### config.mk
export PLATFORM = sky130hd
export DESIGN_NAME = sfr_status_reg
export DESIGN_NICKNAME = d
export VERILOG_FILES = /design/src/rtl/sfr_pkg.sv /design/src/rtl/sfr_phase_edge.sv /design/src/rtl/sfr_src_mux.sv /design/src/rtl/sfr_bit_cell.sv /design/src/rtl/sfr_branch_sel.sv /design/src/rtl/sfr_status_reg.sv
export SDC_FILE = /design/constraint.sdc
export NUM_CORES = 1
export LEC_CHECK = 0
export ABC_CLOCK_PERIOD_IN_PS = 3500
export BUFFER_PORTS_ARGS = -buffer_cell sky130_fd_sc_hd__buf_2
export CORE_MARGIN = 5
export CORE_UTILIZATION = 30
export DETAILED_ROUTE_END_ITERATION = 10
export GPL_TIMING_DRIVEN = 0
export PLACE_DENSITY = 0.69
export SETUP_SLACK_MARGIN = 0.15
export SYNTH_ARGS = -nofsm -noshare
export SYNTH_HDL_FRONTEND = slang
export SYNTH_SLANG_ARGS = --single-unit
### constraint.sdc
create_clock -name clk -period 3.5 [get_ports clk]
set_clock_uncertainty 0.15 [all_clocks]
set_input_delay 0.35 -clock clk [delete_from_list [all_inputs] [get_ports clk]]
set_output_delay 0.35 -clock clk [all_outputs]
set_load 0.02 [all_outputs]
### src/rtl/sfr_pkg.sv
package sfr_pkg;
  localparam int FLAG_W   = 8;
  localparam int POS_C    = 0;
  localparam int POS_Z    = 1;
  localparam int POS_I    = 2;
  localparam int POS_D    = 3;
  localparam int POS_B    = 4;
  localparam int POS_MODE = 5;
  localparam int POS_V    = 6;
  localparam int POS_N    = 7;

  // Priority: clear, then set, then clocked load, else hold.
  function automatic logic next_flag(input logic cur, input logic set_i,
                                     input logic clr_i, input logic ld_i,
                                     input logic d_i);
    logic r;
    if (clr_i)      r = 1'b0;
    else if (set_i) r = 1'b1;
    else if (ld_i)  r = d_i;
    else            r = cur;
    return r;
  endfunction
endpackage

### src/rtl/sfr_phase_edge.sv
module sfr_phase_edge (
  input  logic clk,
  input  logic rst_n,
  input  logic phase,
  output logic fall
);
  logic phase_q;

  always_ff @(posedge clk) begin
    if (!rst_n) phase_q <= 1'b0;
    else        phase_q <= phase;
  end

  assign fall = phase_q & ~phase;
endmodule

### src/rtl/sfr_src_mux.sv
module sfr_src_mux #(
  parameter int W = sfr_pkg::FLAG_W
) (
  input  logic         alu_sel,
  input  logic [3:0]   alu_flags,
  input  logic [W-1:0] data_in,
  output logic [W-1:0] d_out
);
  import sfr_pkg::*;

  for (genvar i = 0; i < W; i++) begin : g_lane
    if (i == POS_C) begin : g_c
      assign d_out[i] = alu_sel ? alu_flags[0] : data_in[i];
    end else if (i == POS_Z) begin : g_z
      assign d_out[i] = alu_sel ? alu_flags[1] : data_in[i];
    end else if (i == POS_V) begin : g_v
      assign d_out[i] = alu_sel ? alu_flags[2] : data_in[i];
    end else if (i == POS_N) begin : g_n
      assign d_out[i] = alu_sel ? alu_flags[3] : data_in[i];
    end else begin : g_data
      assign d_out[i] = data_in[i];
    end
  end
endmodule

### src/rtl/sfr_bit_cell.sv
module sfr_bit_cell #(
  parameter logic RST_VAL = 1'b0
) (
  input  logic clk,
  input  logic rst_n,
  input  logic ld_fire,
  input  logic load_n,
  input  logic set_i,
  input  logic clr_i,
  input  logic d_i,
  output logic q
);
  import sfr_pkg::*;

  logic ld_now;
  assign ld_now = ld_fire & ~load_n;

  always_ff @(posedge clk) begin
    if (!rst_n) q <= RST_VAL;
    else        q <= next_flag(q, set_i, clr_i, ld_now, d_i);
  end

  assert_hold_R2: assert property (@(posedge clk) disable iff (!rst_n)
    (!ld_fire && !set_i && !clr_i) |=> $stable(q));

  assert_gate_R3: assert property (@(posedge clk) disable iff (!rst_n)
    (load_n && !set_i && !clr_i) |=> $stable(q));

  assert_set_R6: assert property (@(posedge clk) disable iff (!rst_n)
    (set_i && !clr_i) |=> q);

  assert_clr_R7: assert property (@(posedge clk) disable iff (!rst_n)
    clr_i |=> !q);

  assert_load_R8: assert property (@(posedge clk) disable iff (!rst_n)
    (ld_fire && !load_n && !set_i && !clr_i) |=> (q == $past(d_i)));
endmodule

### src/rtl/sfr_branch_sel.sv
module sfr_branch_sel #(
  parameter int W = sfr_pkg::FLAG_W,
  localparam int SW = $clog2(W)
) (
  input  logic [W-1:0]  flags,
  input  logic [SW-1:0] sel,
  output logic          cond
);
  always_comb begin
    cond = 1'b0;
    for (int k = 0; k < W; k++) begin
      if (sel == k[SW-1:0]) cond = flags[k];
    end
  end
endmodule

### src/rtl/sfr_status_reg.sv
module sfr_status_reg #(
  parameter int         W       = sfr_pkg::FLAG_W,
  parameter logic [7:0] RST_VAL = 8'h04,
  localparam int        SW      = $clog2(W)
) (
  input  logic          clk,
  input  logic          rst_n,
  input  logic          phase,
  input  logic [W-1:0]  load_n,
  input  logic [W-1:0]  set_bits,
  input  logic [W-1:0]  clr_bits,
  input  logic          alu_sel,
  input  logic          alu_carry,
  input  logic          alu_zero,
  input  logic          alu_ovf,
  input  logic          alu_neg,
  input  logic [W-1:0]  data_in,
  input  logic          rd_oe,
  output logic [W-1:0]  data_out,
  input  logic [SW-1:0] br_sel,
  output logic          branch_cond
);
  logic         ld_fire;
  logic [W-1:0] src_d;
  logic [W-1:0] flags;

  sfr_phase_edge u_edge (
    .clk   (clk),
    .rst_n (rst_n),
    .phase (phase),
    .fall  (ld_fire)
  );

  sfr_src_mux #(.W(W)) u_src (
    .alu_sel   (alu_sel),
    .alu_flags ({alu_neg, alu_ovf, alu_zero, alu_carry}),
    .data_in   (data_in),
    .d_out     (src_d)
  );

  for (genvar i = 0; i < W; i++) begin : g_bit
    sfr_bit_cell #(.RST_VAL(RST_VAL[i])) u_cell (
      .clk     (clk),
      .rst_n   (rst_n),
      .ld_fire (ld_fire),
      .load_n  (load_n[i]),
      .set_i   (set_bits[i]),
      .clr_i   (clr_bits[i]),
      .d_i     (src_d[i]),
      .q       (flags[i])
    );
  end

  sfr_branch_sel #(.W(W)) u_br (
    .flags (flags),
    .sel   (br_sel),
    .cond  (branch_cond)
  );

  assign data_out = rd_oe ? flags : '0;

  assert_fire_phase_R2: assert property (@(posedge clk) disable iff (!rst_n)
    ld_fire |-> ($past(phase) && !phase));

  assert_alu_lane_R4: assert property (@(posedge clk) disable iff (!rst_n)
    (ld_fire && alu_sel && !load_n[0] && !set_bits[0] && !clr_bits[0])
      |=> (flags[0] == $past(alu_carry)));

  assert_data_lane_R5: assert property (@(posedge clk) disable iff (!rst_n)
    (ld_fire && alu_sel && !load_n[3] && !set_bits[3] && !clr_bits[3])
      |=> (flags[3] == $past(data_in[3])));

  assert_mode_sel_R11: assert property (@(posedge clk) disable iff (!rst_n)
    (br_sel == 3'd5) |-> (branch_cond == flags[5]));
endmodule

* After elaboration in Yosys (flattened, before gate mapping)
Index checks and enable logic that the tools add are counted.
** Word-level totals
- Register bits after elaboration :: 9
- Logic and storage cells :: 81
** Operators by class
- Eq/ne operators :: 7
- Reduce and logical (&&, ||, !) cells :: 16
- Bitwise operators :: 19
- Multiplexer cells :: 30
** Operator list (count)
- $mux 1 :: 29
- $reduce_bool 2->1 :: 7
- $reduce_or 2->1 :: 7
- $eq 3x3->1 const B :: 4
- $not 1->1 :: 10
- $and 1x1->1 :: 9
- $mux 8 :: 1
- $eq 3x2->1 const B :: 2
- $eq 3x1->1 const B :: 1
- $logic_not 3->1 :: 1
- $reduce_bool 3->1 :: 1

* Depth between registers and ports, before layout
- Depth after elaboration :: 9
- Mapped depth :: 4

* Modules after synthesis
From an unflattened synthesis, not the netlist that was laid out.
** Second synthesis, totals
- Cells, all modules :: 69
- Area total of the unflattened synthesis :: 645.6 um^2
** By module, submodules not included
- sfr_bit_cell (g_bit[0].u_cell ...) :: instances 7, sequential area each 20.0 um^2, cells each 6, area each 52.6 um^2
- sfr_src_mux :: instances 1, sequential area each 0.0 um^2, cells each 8, area each 75.1 um^2
- sfr_branch_sel :: instances 1, sequential area each 0.0 um^2, cells each 3, area each 63.8 um^2
- sfr_bit_cell (g_bit[2].u_cell) :: instances 1, sequential area each 20.0 um^2, cells each 5, area each 52.6 um^2
- sfr_status_reg :: instances 1, sequential area each 0.0 um^2, cells each 8, area each 50.0 um^2
- sfr_phase_edge :: instances 1, sequential area each 20.0 um^2, cells each 3, area each 36.3 um^2

* Least setup slack after synthesis
Ideal clock, no wire load.
- Kind :: in2out
- From :: input port br_sel[1]
- To :: output port branch_cond
- Cell stages on the path :: 2
- Data arrival time :: 1.182 ns
- Slack :: 1.818 ns
- Path buffers :: 0
- Data required time :: 3.000 ns
- Cells stage by stage :: mux4_1 > mux2_2
** Between the ends
- Word-level cells in the longest chain between the ends :: 9
** Ends and longest elaborated chain
- from (decl) :: line sfr_status_reg.sv:20 : input logic [SW-1:0] br_sel,
- $logic_not 3->1 :: line sfr_branch_sel.sv:12 : if (sel == k[SW-1:0]) cond = flags[k];
- $mux 1 (7 in a row) :: line sfr_branch_sel.sv:12
- $mux 1 * :: line sfr_branch_sel.sv:12
- to (decl) :: line sfr_status_reg.sv:21 : output logic branch_cond
Every way passes the cells marked *; elsewhere a longest branch is shown, timed or not.

* Worst setup path after layout
- From :: register g_bit[4].u_cell.q
- To :: output port branch_cond
** Between the ends
- Word-level cells in the longest chain between the ends :: 4
** Ends and longest elaborated chain
- from (decl) :: line sfr_bit_cell.sv:11 : output logic q
- from (signal assigned) :: line sfr_bit_cell.sv:20 : else q <= next_flag(q, set_i, clr_i, ld_now, d_i);
- $mux 1 (4 in a row) :: line sfr_branch_sel.sv:12
Every way passes these cells.

==> results.md <==
* Sink Count at 9
* M3 GR Usage at 4.432%
* Period utilisation layout at 57.71%
* Syn Area/Cell at 9.840 um2
* Data arrival, critical path at 1.52 ns
* Distinct cells, synth at 16
* Post-synth top area share at a little under a third
* Ant diodes at 0
* TritonCTS clock tree: yes
* Worst r2r path cells at 4
* DR pass1 iterations at 5
* P&R area growth vs syn at 55.17%
* Pwr dens at 284.9 nW/um2
* All-Layer GR Usage at 13.52%
* Routing usage on met2 at 25.00%
* Maximum vdd ir drop at between 0.1 and 0.15 mV
* Final Hold Fails at 0
* Max Root-Sink Buffers at 2
* Area leader, netlist: dfxtp_1
* Gr busiest metal: met2
* Die Span X at 53.99 um
* Drt total wl at 1.869 mm
* Hold Worst Slack at ~0.11 ns
* RR Endpoint: g_bit[5].u_cell.q
* Global-route wire length before repair at roughly 2.8 mm
* Via count at between 600 and 700
* Die ar. at 2915 um2
* Share of cells above drive strength 1 at 57.39%
* Core area at 1902 um2
* Worst-Skew Late Latency at 0.25 ns
* Clock root buffer: clkbuf_4
* Initial antenna violation count at 0
* Avg Vias per Cell at 4.796
* Synth warn at 0
* Max incr delay on CP at 0.51 ns
* Status: finished clean
* Hold buffers post-CTS at 0
* CTS Buf Count at 3
* Max-cap violation count at 0
* Max-slew headroom at between 80% and 90%
* Hold Crit Class: in2reg
* Mapped Area at approximately 580 um2
* Die span in y at 53.99 um
* Global placement routability congestion at 0.6779
* Largest cells by area after synthesis: dfxtp_1, and2_1, mux2_2, mux4_1, and4bb_2
* Cell row count at 16
* Nets at 160
* Initial drt markers at 12
* CP Data Required Time at around 3.0 ns
* DRC at 0
* Largest net degree at the start of global routing at 11
* Kind of critical path: reg2out
* Leak Pwr at 0.4489 nW
* Post-CTS setup buffer count at 0
* IO Count at 53
* PnR Total Power at 0.0002567 W
* CP Cell Sequence: mux4_1, mux2_2, buf_2
* Number of port buffers at 52
* Worst setup EP type: output pin
* R2R setup slack at around 2.1 ns
* Startpoint type of the worst setup path: register
* Number of global-route vias before repair at 689
* Max Freq at 495.1 MHz
* Slowest stage cell, crit path: mux4_1
* Cells after Synth at 59
* Hold path startpoint: clr_bits[2]
* Critical path fanouts, max at 3
* Reg2Reg Launch Point: u_edge.phase_q
* Initial Util at 30.53%
* CP bufs+invs at 1
* Antenna-violating nets left at 0
* Max Slew Vio Count at 0
* Clk slew on worst S/H paths at about 0.06 ns
* Setup TNS at 0 ns
* Setup ws final at 1.480 ns
* Total gr overflow at 0
* Met1 Track Usage GR at between 10% and 20%
* Actual slew at the worst max-slew pin at 0.2891 ns
* Post-DR wirelength/cell at 13.16 um
* Total nets after synthesis at 103
* FF+latch count, synth at 9
* Post-synthesis sequential area ratio at 31.03%
* Cell family with most CP delay: multiplexers
* RSZ-0062 raised after global routing: false
* Final Critical Period at between 2 and 2.5 ns
* Finish-stage setup viols at 0
* Hold Path Cell Cnt at 2
* Placement Setup Slack at 1.567 ns
* Hold Path End: g_bit[2].u_cell.q
* H-tree levels at 1
* Post-cts resize count at 0
metal layers:
| metal | vias to the layer above | part of all wire, % |
|---|---|---|
| li1 | 344 | - |
| met1 | 301 | 37 |
| met2 | 32 | 50 |
| met3 | 4 | 12 |
| met4 | 0 | 0.48 |
| met5 | - | 0 |
where the power goes:
part	switching, W	total (W)	internal, W
Combinational	0.0000286	0.0000666	0.0000380
Sequential	0.00000398	0.000112	0.000108
Clock	0.0000340	0.0000777	0.0000438
Total	0.0000665	0.000257	0.000190
sequential cells by signal, summed over array words and instances, names as in the netlist:
signal and count:
g_bit.u_cell.q 8, u_edge.phase_q 1
worst reg2reg max path: cells and delay by family, from the launching register on:
kind	cells	cell delay [ns]
AOI/OAI and AO/OA	1	0.19
buffers and inverters	1	0.20
DFF	1	0.35
and+or+nand+nor	2	0.37
how the worst max path moves through the flow:
stage | startpoint | end | cells past startpoint | slack, ns
finish | g_bit[4].u_cell.q | branch_cond | 3 | 1.48
global route | g_bit[0].u_cell.q | branch_cond | 3 | 1.42
CTS | g_bit[4].u_cell.q | branch_cond | 3 | 1.46
detailed placement | br_sel[2] | branch_cond | 4 | 1.57
global placement | br_sel[2] | branch_cond | 4 | 1.58
floorplan | br_sel[1] | branch_cond | 2 | 1.82
final cells by class:
class / count / area (um2)
fillers: 193 / 1001
repair buffers: 52 / 260.3
clock buffers: 4 / 26.28
plain buffers: 1 / 5.005
multi-input cells: 49 / 395.4
flip-flops and latches: 9 / 180.2
well taps: 27 / 33.78
Yosys cell counts:
cell / n
mux4_1: 2
and4bb_2: 4
a32oi_1: 1
nor2b_1: 1
and2_1: 9
nor2_1: 7
nand2b_4: 1
and4b_1: 2
nor4bb_1: 1
dfxtp_1: 9
buf_2: 1
or3b_1: 1
mux2_2: 5
or4_1: 2
nor4_1: 5
o21ai_0: 8
cells in the final DEF, fill, tap and decap left out, drive strengths merged:
cell    instances
a32oi           1
and2            9
and4b           2
and4bb          4
buf            53
clkbuf          4
dfxtp           9
mux2            5
mux4            2
nand2b          1
nor2            7
nor2b           1
nor4            5
nor4bb          1
o21ai           8
or3b            1
or4             2
cells by family after synthesis:
kind of cell	count (synthesis)	share of synthesized area (%)
compound gates	9	8.406
flops	9	31.03
mux	7	18.75
buf+inv	1	0.8612
simple gates	33	40.95
through the flow:
step | instances | util (%) | instance area, um2
finish | 142 | 47.37 | 900.9
detailed placement | 138 | 45.99 | 874.6
CTS | 142 | 47.37 | 900.9
global route | 142 | 47.37 | 900.9
global placement | 138 | 45.99 | 874.6
floorplan | 59 | - | 580.6
Note: power is estimated with default switching activity, not from simulation.
